--- src/rtl/ident_rec_pkg.sv ---
package ident_rec_pkg;

    localparam int OCTET_W = 8;
    localparam int GUID_W  = 64;
    localparam int GUID_OCTETS = GUID_W / OCTET_W;

    localparam logic [GUID_W-1:0] GUID_FACTORY = 64'h0100007511000000;

    typedef enum logic [1:0] {
        ST_IDLE = 2'd0,
        ST_RECV = 2'd1,
        ST_DONE = 2'd2
    } rec_state_e;

    typedef struct packed {
        logic              csum_ok;
        logic              guid_valid;
        logic              dflt_warn;
        logic              derive_err;
        logic [GUID_W-1:0] guid;
    } rec_result_t;

endpackage

--- src/rtl/rec_byte_track.sv ---
module rec_byte_track
    import ident_rec_pkg::*;
#(
    parameter int IDX_W    = 8,
    parameter int LEN_POS  = 0,
    parameter int CSUM_POS = 1,
    parameter int GUID_POS = 2
) (
    input  logic               clk,
    input  logic               rst_n,
    input  logic               take,
    input  logic               first,
    input  logic [OCTET_W-1:0] dat,
    output logic [OCTET_W-1:0] sum_nx,
    output logic [OCTET_W-1:0] stored_nx,
    output logic [GUID_W-1:0]  guid_nx
);

    localparam logic [IDX_W-1:0] IDX_MAX = {IDX_W{1'b1}};
    localparam logic [IDX_W-1:0] LEN_I   = IDX_W'(LEN_POS);
    localparam logic [IDX_W-1:0] CSUM_I  = IDX_W'(CSUM_POS);

    logic [IDX_W-1:0]   idx_q,    base_idx, idx_nx;
    logic [OCTET_W-1:0] sum_q,    base_sum;
    logic [OCTET_W-1:0] len_q,    base_len, len_nx;
    logic [OCTET_W-1:0] stored_q, base_stored;
    logic [GUID_W-1:0]  guid_q,   base_guid;
    logic               counted;

    always_comb begin
        base_idx    = first ? '0 : idx_q;
        base_sum    = first ? '0 : sum_q;
        base_len    = first ? '0 : len_q;
        base_stored = first ? '0 : stored_q;
        base_guid   = first ? '0 : guid_q;
    end

    assign counted = (base_idx <= LEN_I) || (32'(base_idx) < 32'(base_len));

    always_comb begin
        idx_nx    = idx_q;
        sum_nx    = sum_q;
        len_nx    = len_q;
        stored_nx = stored_q;
        if (take) begin
            idx_nx    = (base_idx == IDX_MAX) ? base_idx : base_idx + 1'b1;
            sum_nx    = base_sum + (counted ? dat : '0);
            len_nx    = (base_idx == LEN_I)  ? dat : base_len;
            stored_nx = (base_idx == CSUM_I) ? dat : base_stored;
        end
    end

    for (genvar k = 0; k < GUID_OCTETS; k++) begin : g_octet
        localparam logic [IDX_W-1:0] SLOT = IDX_W'(GUID_POS + k);
        localparam int HI = GUID_W - 1 - k * OCTET_W;
        always_comb begin
            guid_nx[HI -: OCTET_W] = guid_q[HI -: OCTET_W];
            if (take) begin
                guid_nx[HI -: OCTET_W] = (base_idx == SLOT) ? dat
                                       : base_guid[HI -: OCTET_W];
            end
        end
    end

    always_ff @(posedge clk) begin
        if (!rst_n) begin
            idx_q    <= '0;
            sum_q    <= '0;
            len_q    <= '0;
            stored_q <= '0;
            guid_q   <= '0;
        end else begin
            idx_q    <= idx_nx;
            sum_q    <= sum_nx;
            len_q    <= len_nx;
            stored_q <= stored_nx;
            guid_q   <= guid_nx;
        end
    end

endmodule

--- src/rtl/guid_screen.sv ---
module guid_screen
    import ident_rec_pkg::*;
(
    input  logic [GUID_W-1:0] raw,
    input  logic              sum_good,
    output logic              usable,
    output logic              factory,
    output logic [GUID_W-1:0] fixed
);

    logic legacy;
    logic [GUID_W-1:0] relaid;

    assign legacy = (raw[63:40] == 24'h0);

    always_comb begin
        relaid = raw;
        if (legacy) begin
            relaid[55:48] = raw[39:32];
            relaid[47:40] = raw[31:24];
            relaid[39:32] = 8'h00;
            relaid[31:24] = 8'h00;
        end
    end

    assign usable  = sum_good && (raw != '0) && (raw != '1);
    assign factory = usable && (raw == GUID_FACTORY);
    assign fixed   = usable ? relaid : '0;

endmodule

--- src/rtl/guid_unit_derive.sv ---
module guid_unit_derive
    import ident_rec_pkg::*;
(
    input  logic [GUID_W-1:0]  base,
    input  logic [OCTET_W-1:0] unit,
    output logic [GUID_W-1:0]  derived,
    output logic               overflow
);

    logic [OCTET_W:0]   lo_sum;
    logic [OCTET_W-1:0] mid, up;

    assign lo_sum = {1'b0, base[7:0]} + {1'b0, unit};
    assign mid    = base[15:8];
    assign up     = base[23:16];

    always_comb begin
        overflow = 1'b0;
        derived  = {base[63:8], lo_sum[7:0]};
        if (lo_sum[OCTET_W]) begin
            if (mid != 8'hFF) begin
                derived = {base[63:16], mid + 8'h01, lo_sum[7:0]};
            end else if (up != 8'hFF) begin
                derived = {base[63:24], up + 8'h01, 8'h00, lo_sum[7:0]};
            end else begin
                overflow = 1'b1;
                derived  = '0;
            end
        end
    end

endmodule

--- src/rtl/ident_rec_check.sv ---
module ident_rec_check
    import ident_rec_pkg::*;
#(
    parameter int IDX_W    = 8,
    parameter int LEN_POS  = 0,
    parameter int CSUM_POS = 1,
    parameter int GUID_POS = 2
) (
    input  logic        clk,
    input  logic        rst_n,
    input  logic        in_valid,
    input  logic        in_start,
    input  logic        in_last,
    input  logic [7:0]  in_byte,
    input  logic [7:0]  unit_num,
    input  logic [7:0]  base_count,
    input  logic [63:0] base_guid,
    output logic        res_valid,
    output logic        csum_ok,
    output logic        guid_valid,
    output logic        dflt_warn,
    output logic        derive_err,
    output logic [63:0] guid_out
);

    rec_state_e  state_q, state_d;
    rec_result_t res_q, res_d;

    logic               accept, close;
    logic [OCTET_W-1:0] sum_nx, stored_nx, calc;
    logic [GUID_W-1:0]  raw_guid, scr_guid, drv_guid;
    logic               sum_good, scr_ok, scr_warn, drv_err, derive_sel;

    assign accept = in_valid && (in_start || state_q == ST_RECV);
    assign close  = accept && in_last;

    rec_byte_track #(
        .IDX_W(IDX_W), .LEN_POS(LEN_POS), .CSUM_POS(CSUM_POS), .GUID_POS(GUID_POS)
    ) u_track (
        .clk(clk), .rst_n(rst_n), .take(accept), .first(in_start),
        .dat(in_byte), .sum_nx(sum_nx), .stored_nx(stored_nx), .guid_nx(raw_guid)
    );

    assign calc     = ~(sum_nx - stored_nx);
    assign sum_good = (calc == stored_nx);

    guid_screen u_screen (
        .raw(raw_guid), .sum_good(sum_good),
        .usable(scr_ok), .factory(scr_warn), .fixed(scr_guid)
    );

    guid_unit_derive u_derive (
        .base(base_guid), .unit(unit_num), .derived(drv_guid), .overflow(drv_err)
    );

    assign derive_sel = (unit_num != 8'd0) && (base_count > 8'd1)
                      && (unit_num <= base_count);

    always_comb begin
        res_d.csum_ok = sum_good;
        if (derive_sel) begin
            res_d.guid_valid = !drv_err;
            res_d.dflt_warn  = 1'b0;
            res_d.derive_err = drv_err;
            res_d.guid       = drv_guid;
        end else begin
            res_d.guid_valid = scr_ok;
            res_d.dflt_warn  = scr_warn;
            res_d.derive_err = 1'b0;
            res_d.guid       = scr_guid;
        end
    end

    always_comb begin
        state_d = state_q;
        unique case (state_q)
            ST_IDLE, ST_RECV, ST_DONE: begin
                if (close)                    state_d = ST_DONE;
                else if (accept && in_start)  state_d = ST_RECV;
            end
            default: state_d = ST_IDLE;
        endcase
    end

    always_ff @(posedge clk) begin
        if (!rst_n) state_q <= ST_IDLE;
        else        state_q <= state_d;
    end

    always_ff @(posedge clk) begin
        if (!rst_n)     res_q <= '0;
        else if (close) res_q <= res_d;
    end

    assign res_valid  = (state_q == ST_DONE);
    assign csum_ok    = res_q.csum_ok;
    assign guid_valid = res_q.guid_valid;
    assign dflt_warn  = res_q.dflt_warn;
    assign derive_err = res_q.derive_err;
    assign guid_out   = res_q.guid;

endmodule

--- config.mk ---
export PLATFORM = sky130hd
export DESIGN_NAME = ident_rec_check
export DESIGN_NICKNAME = d
export VERILOG_FILES = /design/src/rtl/ident_rec_pkg.sv /design/src/rtl/rec_byte_track.sv /design/src/rtl/guid_screen.sv /design/src/rtl/guid_unit_derive.sv /design/src/rtl/ident_rec_check.sv
export SDC_FILE = /design/constraint.sdc
export NUM_CORES = 1
export LEC_CHECK = 0
export BUFFER_PORTS_ARGS = -buffer_cell sky130_fd_sc_hd__buf_2
export CORE_MARGIN = 10
export CORE_UTILIZATION = 50
export CTS_CLUSTER_DIAMETER = 80
export DETAILED_ROUTE_END_ITERATION = 10
export HOLD_SLACK_MARGIN = 0.02
export PLACE_DENSITY = 0.72
export SETUP_SLACK_MARGIN = 0.1
export SLEW_MARGIN = 20
export SYNTH_ARGS = -nofsm -noshare
export SYNTH_HDL_FRONTEND = slang
export SYNTH_SLANG_ARGS = --single-unit
--- constraint.sdc ---
create_clock -name clk -period 10.3 [get_ports clk]
set_input_delay 1.03 -clock clk [delete_from_list [all_inputs] [get_ports clk]]
set_output_delay 1.03 -clock clk [all_outputs]
set_load 0.01 [all_outputs]
=== Word level (Yosys, flattened, before mapping) ===
Cells that the tools add are included.
Widths: inputs -> output; s select.

* Flip-flop bits (word level): 166
* Latch bits: 0
* RAM bits: 0
* ROM bits: 0
* Input port bits: 93
* Output and inout port bits: 69
* Word-level logic and storage cells: 100
* Memories kept: 0

* Add/subtract/negate cells: 6
* Multipliers: 0
* Divide/modulo/power cells: 0
* Magnitude comparators: 4
* Equal/unequal tests: 17
* Shift-type cells: 0
* Mux-type cells: 38
* Bitwise gates (word level): 3
* Reductions and logical operators: 20

{| class="wikitable"
|+ Operator list
! cell !! count
|-
| $mux 64 || 5
|-
| $mux 8 || 26
|-
| $mux 67 || 1
|-
| $eq 64x57->1 const B || 1
|-
| $ne 64x64->1 const B || 1
|-
| $reduce_bool 64->1 || 1
|-
| $eq 8x3->1 const B || 4
|-
| $mux 32 || 1
|-
| $add 8x1->8 const B || 3
|-
| $logic_not 24->1 || 1
|-
| $eq 8x2->1 const B || 2
|-
| $eq 8x4->1 const B || 2
|-
| $ne 8x8->1 const B || 2
|-
| $add 8x8->9 || 1
|-
| $add 8x8->8 || 1
|-
| $eq 8x1->1 const B || 1
|-
| $eq 8x8->1 || 1
|-
| $eq 8x8->1 const B || 1
|-
| $gt 8x1->1 const B || 1
|-
| $le 8x1->1 const B || 1
|-
| $le 8x8->1 || 1
|-
| $logic_and 1x1->1 || 8
|-
| $logic_not 8->1 || 1
|-
| $lt 8x8->1 || 1
|-
| other kinds (14) || 20
|}

=== Longest topological paths before layout ===
Gate-level depths: netlist of run 1.

* Word-level depth: 13
* Mapped depth: 30
* Gate-level depth less buffers: 23

=== By module ===
A second synthesis of run 1 with hierarchy kept.

* Cells, all modules: 1399
* Area, all modules: 11388.4 sq um

{| class="wikitable"
|+ Modules (own cells, without submodules)
! module !! times used !! cells an instance !! area each (sq um) !! seq. area each (sq um)
|-
| ident_rec_check || 1 || 498 || 4569.4 || 1401.3
|-
| rec_byte_track || 1 || 535 || 4490.6 || 1921.8
|-
| guid_screen || 1 || 202 || 1211.2 || 0.0
|-
| guid_unit_derive || 1 || 164 || 1117.3 || 0.0
|}

=== Least setup slack after synthesis of run 1 ===
OpenSTA, ideal clock, no wires.

* Path type: input to register
* Start: input in_start
* End: register res_q (netlist bit guid_out[7])
* Setup time: 0.070 ns
* Arrival: 7.149 ns
* Required time: 10.230 ns
* Setup slack: 3.081 ns
* Stages: 27
* Path buffers: 7
* Cells stage by stage: clkbuf_1 -> buf_2 -> clkbuf_1 -> clkbuf_1 -> clkbuf_1 -> clkbuf_1 -> nor2b_1 -> ha_1 -> o21a_1 -> o2111ai_1 -> nor4_1 -> nand2b_1 -> nand2_1 -> and2_1 -> ha_1 -> fa_1 -> a211oi_1 -> o221ai_1 -> o2bb2ai_1 -> ha_1 -> o21ba_1 -> maj3_1 -> xnor2_1 -> nand4_1 -> clkbuf_1 -> or4b_1 -> a21oi_1

* Longest elaborated chain between the ends: 13
* Elaborated cells on any way between the ends: 50
* Classes of those cells: add/sub (2); order compare (2); eq/ne (11); mux (27); bitwise (1); reduce/logical (7)

{| class="wikitable"
|+ RTL lines
! item !! line !! source
|-
| from (decl) || ident_rec_check.sv:12 || <nowiki>input logic in_start,</nowiki>
|-
| $mux 8, on equally long branches || rec_byte_track.sv:31, rec_byte_track.sv:33 ||
|-
| $le 8x1->1 / $lt 8x8->1 (equally long branches) || rec_byte_track.sv:38 || <nowiki>assign counted = (base_idx <= LEN_I) || (32'(base_idx) < 32'(base_len));</nowiki>
|-
| $logic_or 1x1->1 || rec_byte_track.sv:38 ||
|-
| $mux 8 || rec_byte_track.sv:47 || <nowiki>sum_nx = base_sum + (counted ? dat : '0);</nowiki>
|-
| $add 8x8->8 || rec_byte_track.sv:47 ||
|-
| $mux 8 || rec_byte_track.sv:45 || <nowiki>if (take) begin</nowiki>
|-
| $sub 8x8->8 || ident_rec_check.sv:44 || <nowiki>assign calc = ~(sum_nx - stored_nx);</nowiki>
|-
| $not 8->8 || ident_rec_check.sv:44 ||
|-
| $eq 8x8->1 || ident_rec_check.sv:45 || <nowiki>assign sum_good = (calc == stored_nx);</nowiki>
|-
| $logic_and 1x1->1 (2 in a row) || guid_screen.sv:26 || <nowiki>assign usable = sum_good && (raw != '0) && (raw != '1);</nowiki>
|-
| $mux 64 || guid_screen.sv:28 || <nowiki>assign fixed = usable ? relaid : '0;</nowiki>
|-
| $mux 67 || ident_rec_check.sv:61 || <nowiki>if (derive_sel) begin</nowiki>
|-
| to (signal assigned) || ident_rec_check.sv:92 || <nowiki>else if (close) res_q <= res_d;</nowiki>
|-
| to (decl) || ident_rec_check.sv:27 || <nowiki>rec_result_t res_q, res_d;</nowiki>
|}

Parallel ways exist; a longest one is shown, timed or not.
A chain may end at the register's enable or synchronous reset.

=== Final worst setup path of run 1 ===
* Start: input in_start
* End: register res_q (netlist bit guid_out[37])

Same word-level chain as after synthesis.

==> results of run 1 <==
## worst max-delay path, delay by kind of cell
family | cells | cell delay [ns]
compound gates | 9 | 1.92
xor+xnor | 1 | 0.10
fa+ha+maj | 4 | 1.34
buf+inv | 3 | 0.95
simple gates | 7 | 2.16
## kinds of logic after synthesis
kind of cell | Yosys count | share of synthesized area (%)
AO/OA/AOI/OAI | 422 | 26.3
XOR/XNOR | 41 | 3.54
adder cells (fa/ha/maj) | 45 | 5.75
buffers and inverters | 130 | 5.55
flip-flops | 165 | 32.6
multiplexers | 24 | 2.39
AND/OR/NAND/NOR | 417 | 23.9
## layout by cell type, fill, tap and decap left out, drive strengths merged, types with 41 or more instances in the layout
cell   count
a21oi    137
ha        41
buf      187
o21ai    111
inv       41
a22oi     41
nor2b     57
nand2     82
and2      67
dfxtp    165
## final cells by class
cell class,count,area (um2)
fillers,1803,8390
multi-input cells,949,6320
flip-flops and latches,165,3300
repair buffers,187,1010
clock buffers,17,425
well taps,270,338
clock inverters,15,205
inverters,33,124
## through the flow
step / hold slack (ns) / utilization, % / setup WS (ns)
finish: 0.500 / 58.3 / 3.10
global route: 0.544 / 58.3 / 2.62
CTS: 0.488 / 58.2 / 3.17
detailed placement: 0.466 / 55.1 / 2.85
global placement: 0.464 / 55.1 / 2.74
floorplan: 0.470 / - / 3.08
## layer usage
metal | global-route usage (%) | up-vias
met5 | 0 | -
met4 | 7.15 | 0
met3 | 7.10 | 58
met2 | 36.4 | 479
met1 | 32.2 | 4632
li1 | - | 4779
## worst max-delay path by stage
stage                   from           end  slack (ns)  depth (start not counted)
floorplan           in_start   guid_out[7]        3.08                         27
global placement    in_start     dflt_warn        2.74                         24
detailed placement  in_start  guid_out[26]        2.85                         24
CTS                 in_start  guid_out[37]        3.17                         24
global route        in_start     dflt_warn        2.62                         24
finish              in_start  guid_out[37]        3.10                         24
## registers in the layout (all words and copies together) (netlist names), named ones only
register	count
u_track.sum_q	7
dflt_warn	1
u_track.stored_q	7
guid_valid	1
u_track.guid_q	64
state_q	2
derive_err	1
u_track.idx_q	8
guid_out	64
csum_ok	1
u_track.len_q	8
## power breakdown
part | switching (W) | internal (W) | total, W
clock network | 0.000313 | 0.000374 | 0.000687
logic | 0.000168 | 0.000101 | 0.000268
registers | 0.0000118 | 0.000659 | 0.000670
total | 0.000493 | 0.00113 | 0.00163
==> out/metrics.cfg, run 1 <==
[worst_setup_path]
start_kind = input pin
reg2reg_slack_ns = 3.87
cp_slowest_cell = or3_2
reg2reg_from = u_track.idx_q[3]
crit_chain = buf_2 > buf_4 > nor2b_1 > ha_1 > o21a_1 > o2111ai_1 > nor4_1 > nand2b_1 > nand2_1 > and2_1 > ha_1 > fa_1 > a211oi_1 > o221ai_1 > o2bb2ai_1 > ha_1 > a31oi_1 > o21a_1 > a211oi_1 > nor3_1 > xnor2_2 > buf_4 > or3_2 > o22ai_1
reg2reg_to = guid_out[37]
ff2ff_path_depth = 22
critical_path_arrival_ns = 7.56
crit_path_max_fanout = 75
cp_common_cell = ha_1
crit_type = in -> reg
slowest_delay_ns = 0.82
worst_setup_path_end_kind = register
required_ns = 10.66

[drt]
wl_met3_um = 3070
drcViolationCount = 0
antenna_left = 0
avgRoutedWirePerCell_um = 19.9
wl_met2_um = 14600
viasPerCell = 6.08
vias = 9948
wl_um = 32600
wl_met1_um = 14100
drt_iter0_drc = 1118
dr.pass1.iters = 6
dr.max_layer_used = met4

[power_and_ir_drop]
power.total_w = 0.00163
leakage_nw = 4.61
peakVddDrop_mv = 0.106
power.density_mw_per_mm2 = 139

[sta]
worst_pin_slew_ns = 1.02
tns_ns = 0
slew_headroom_pct = 32.0
skew_ns = 0.0148
slew_viol_final = 0
rsz0062_at_grt = false
fmax_mhz = 139
period_needed_ns = 7.20
setup_violations = 0
timing_hold_violations_final = 0
fin_crit_sh_pct = 69.9

[floorplanning]
initial_core_util_pct = 50.5
rows = 52
die-area_mm2 = 0.0264
die_h_um = 162
pin_count = 162
die_x_um = 162
core_mm2 = 0.0201

[cells_and_area]
final_cells = 1636
area_growth_pct = 15.5
layout-drive-gt1-share_pct = 18.0
nets = 1490
fin_area_mm2 = 0.0117
diodes = 0

[synthesis]
ys_warn_count = 0
synth.top_cell.area_share_pct = 32.6
ys_top_cells_by_area = dfxtp_1 (33%), a21oi_1 (6.6%), ha_1 (5.1%)
synth_seq_cells = 165
syn_nets = 1381
ys_types = 75
syn_area_per_cell_um2 = 8.16
synth_area_mm2 = 0.0101
synth_most_common_cell = dfxtp_1
async_reset_ff_share_pct = 0
yosys-top-cells-count = dfxtp_1 (165), a21oi_1 (133), o21ai_0 (101), nand2_1 (82), clkbuf_1 (74)
synth_cells = 1244
synth_largest_area_cell = dfxtp_1
synth-edff-count = 0
synth-main-ff-cell = dfxtp_1
ys_seq_area_share_pct = 32.6

[clocking]
clock_sink_count = 165
tritoncts = done
cts_buffers = 17
postCtsHoldBufs = 0
cts_setup_buffers = 0
clock_path_buffers = 2
ctsResizeCount = 0
htree_levels = 4
clk_pin_slew_worst_paths_ns = 0.08
worstSkewPairLatency_ns = 0.44
root_buffer = clkbuf_16

[grt]
antenna_found_initial = 0
grt_pass1_wl_um = 51600
gr-total-overflow = 0
grt_pass1_vias = 9579
grt_max_degree = 100
track_usage_pct = 24.0

[placement]
dp_cells = 1603
port_buffers = 161
place_congestion = 0.875
hpwlAfterDp_um = 22400
placed_cell_area_mm2 = 0.0111

[job]
drv_cap = 0

[worst_hold_path]
whs_path_depth = 2
min_path_type = reg -> reg
min_delay_worst_endpoint = dflt_warn
holdCritStartpoint = dflt_warn

[run_status]
status = completed

Note: power is estimated with default switching activity, not from simulation.
==> run 2: changes to the inputs <==
- clock period: 10.3 -> 7.2 ns (I/O delays scaled with it)
==> out/metrics.cfg, run 2 (synthesized netlist as in run 1, its figures left out) <==
[run_status]
status = completed

[sta]
tns_ns = 0
fin_crit_sh_pct = 88.1
worst_pin_slew_ns = 1.26
fmax_mhz = 158
slew_headroom_pct = 14.9
slew_viol_final = 0
period_needed_ns = 6.34
rsz0062_at_grt = false
timing_hold_violations_final = 0
setup_violations = 0
skew_ns = 0.00995

[power_and_ir_drop]
p_switching_w = 0.000661
peakVddDrop_mv = 0.138
p_clk_share_pct = 41.2
pwr-share-comb_pct = 16.9
p_seq_share_pct = 41.9
switching_share_pct = 28.8
leakage_nw = 4.57
internal_power_w = 0.00163
power.density_mw_per_mm2 = 197

[grt]
grt_use_met1_pct = 32.4
antenna_found_initial = 0
met3_usage_pct = 6.34
grt_max_degree = 127
busiest_layer = met2
grt_pass1_wl_um = 51300
grt_pass1_vias = 9497
gr-usage-met2_pct = 35.9
track_usage_pct = 23.8
gr-total-overflow = 0

[clocking]
cts_buffers = 17
cts_setup_buffers = 0
clock_sink_count = 165
htree_levels = 4
root_buffer = clkbuf_16
worstSkewPairLatency_ns = 0.44
tritoncts = done
clk_pin_slew_worst_paths_ns = 0.07
ctsResizeCount = 0
clock_path_buffers = 2
postCtsHoldBufs = 0

[drt]
drcViolationCount = 0
wl_um = 32600
antenna_left = 0
avgRoutedWirePerCell_um = 20.0
drt_iter0_drc = 931
viasPerCell = 6.09
dr.pass1.iters = 6
vias = 9934

[cells_and_area]
diodes = 0
nets = 1485
area_growth_pct = 14.9
final-seq-area_mm2 = 0.00330
fillers = 1811
multi_input_area_mm2 = 0.00631
final_core_util_pct = 58.0
layout_commonest_cell = dfxtp_1
layout_common_cells = dfxtp_1 (165), buf_2 (160), a21oi_1 (132)
layout-drive-gt1-share_pct = 17.6

[placement]
port_buffers = 161
place_congestion = 0.888
hpwlAfterDp_um = 22800

[floorplanning]
die-area_mm2 = 0.0264
die_h_um = 162
initial_core_util_pct = 50.5
core_mm2 = 0.0201
die_x_um = 162
pin_count = 162
rows = 52

[worst_setup_path]
critical_path_arrival_ns = 6.70
crit_path_max_fanout = 33
worst_setup_path_end_kind = register
crit_path_start = in_start
start_kind = input pin
required_ns = 7.56
crit_type = in -> reg
reg2reg_from = u_track.idx_q[3]

[worst_hold_path]
min_path_type = reg -> reg
holdCritStartpoint = dflt_warn

[job]
drv_cap = 0

run 2: through the flow:
step | power, W | cell area (um2) | std cells | hold slack [ns] | setup WS (ns)
after floorplan | 0.00123 | 10100 | 1244 | 0.470 | 0.291
after global placement | 0.00136 | 11000 | 1599 | 0.463 | 0.751
after detailed placement | 0.00136 | 11000 | 1599 | 0.454 | 0.526
after CTS | 0.00229 | 11700 | 1631 | 0.475 | 0.944
after global routing | 0.00237 | 11700 | 1631 | 0.532 | 0.286
final | 0.00229 | 11700 | 1631 | 0.479 | 0.858
run 2: path summary, 6_finish.rpt:
kind | cells past startpoint | slack, ns | endpoint
setup / recovery | 24 | 0.86 | guid_out[58]
hold / removal | 2 | 0.48 | dflt_warn
setup reg to reg | 22 | 1.11 | guid_out[58]
hold reg to reg | 2 | 0.48 | dflt_warn
run 2: layout make-up:
type / instances / share of cell area [%]
Multi-Input combinational cell: 949 / 54.2
Sequential cell: 165 / 28.3
Timing Repair Buffer: 182 / 8.29
Clock buffer: 20 / 4.00
Tap cell: 270 / 2.90
Clock inverter: 12 / 1.23
Inverter: 33 / 1.06
run 2: worst max-delay path: stages:
cell,delay [ns]
buf_2,0.29
inv_2,0.19
buf_4,0.29
nand2_1,0.09
ha_1,0.30
o2111ai_1,0.10
nor4_1,0.38
nand2b_1,0.18
nand2_1,0.12
and2_1,0.19
ha_1,0.22
fa_1,0.47
a211oi_1,0.41
o221ai_1,0.19
o2bb2ai_1,0.36
ha_1,0.31
a31oi_1,0.17
o21a_1,0.17
a211oi_1,0.06
nor3_1,0.33
xnor2_2,0.14
buf_4,0.26
or4_1,0.54
a31oi_1,0.18
run 2: metal layers:
| layer | part of all wire (%) | wire, um |
|---|---|---|
| met1 | 44 | 14300 |
| met2 | 45 | 14700 |
| met3 | 9.2 | 3000 |
| met4 | 1.8 | 574 |
| met5 | 0 | 0 |
run 2: power groups by stage:
stage	clock network (W)	logic, W	registers (W)
after floorplan	0	0.000247	0.000986
after global placement	0	0.000376	0.000981
after detailed placement	0	0.000380	0.000980
after CTS	0.000945	0.000381	0.000960
after global routing	0.000986	0.000423	0.000963
final	0.000945	0.000386	0.000961
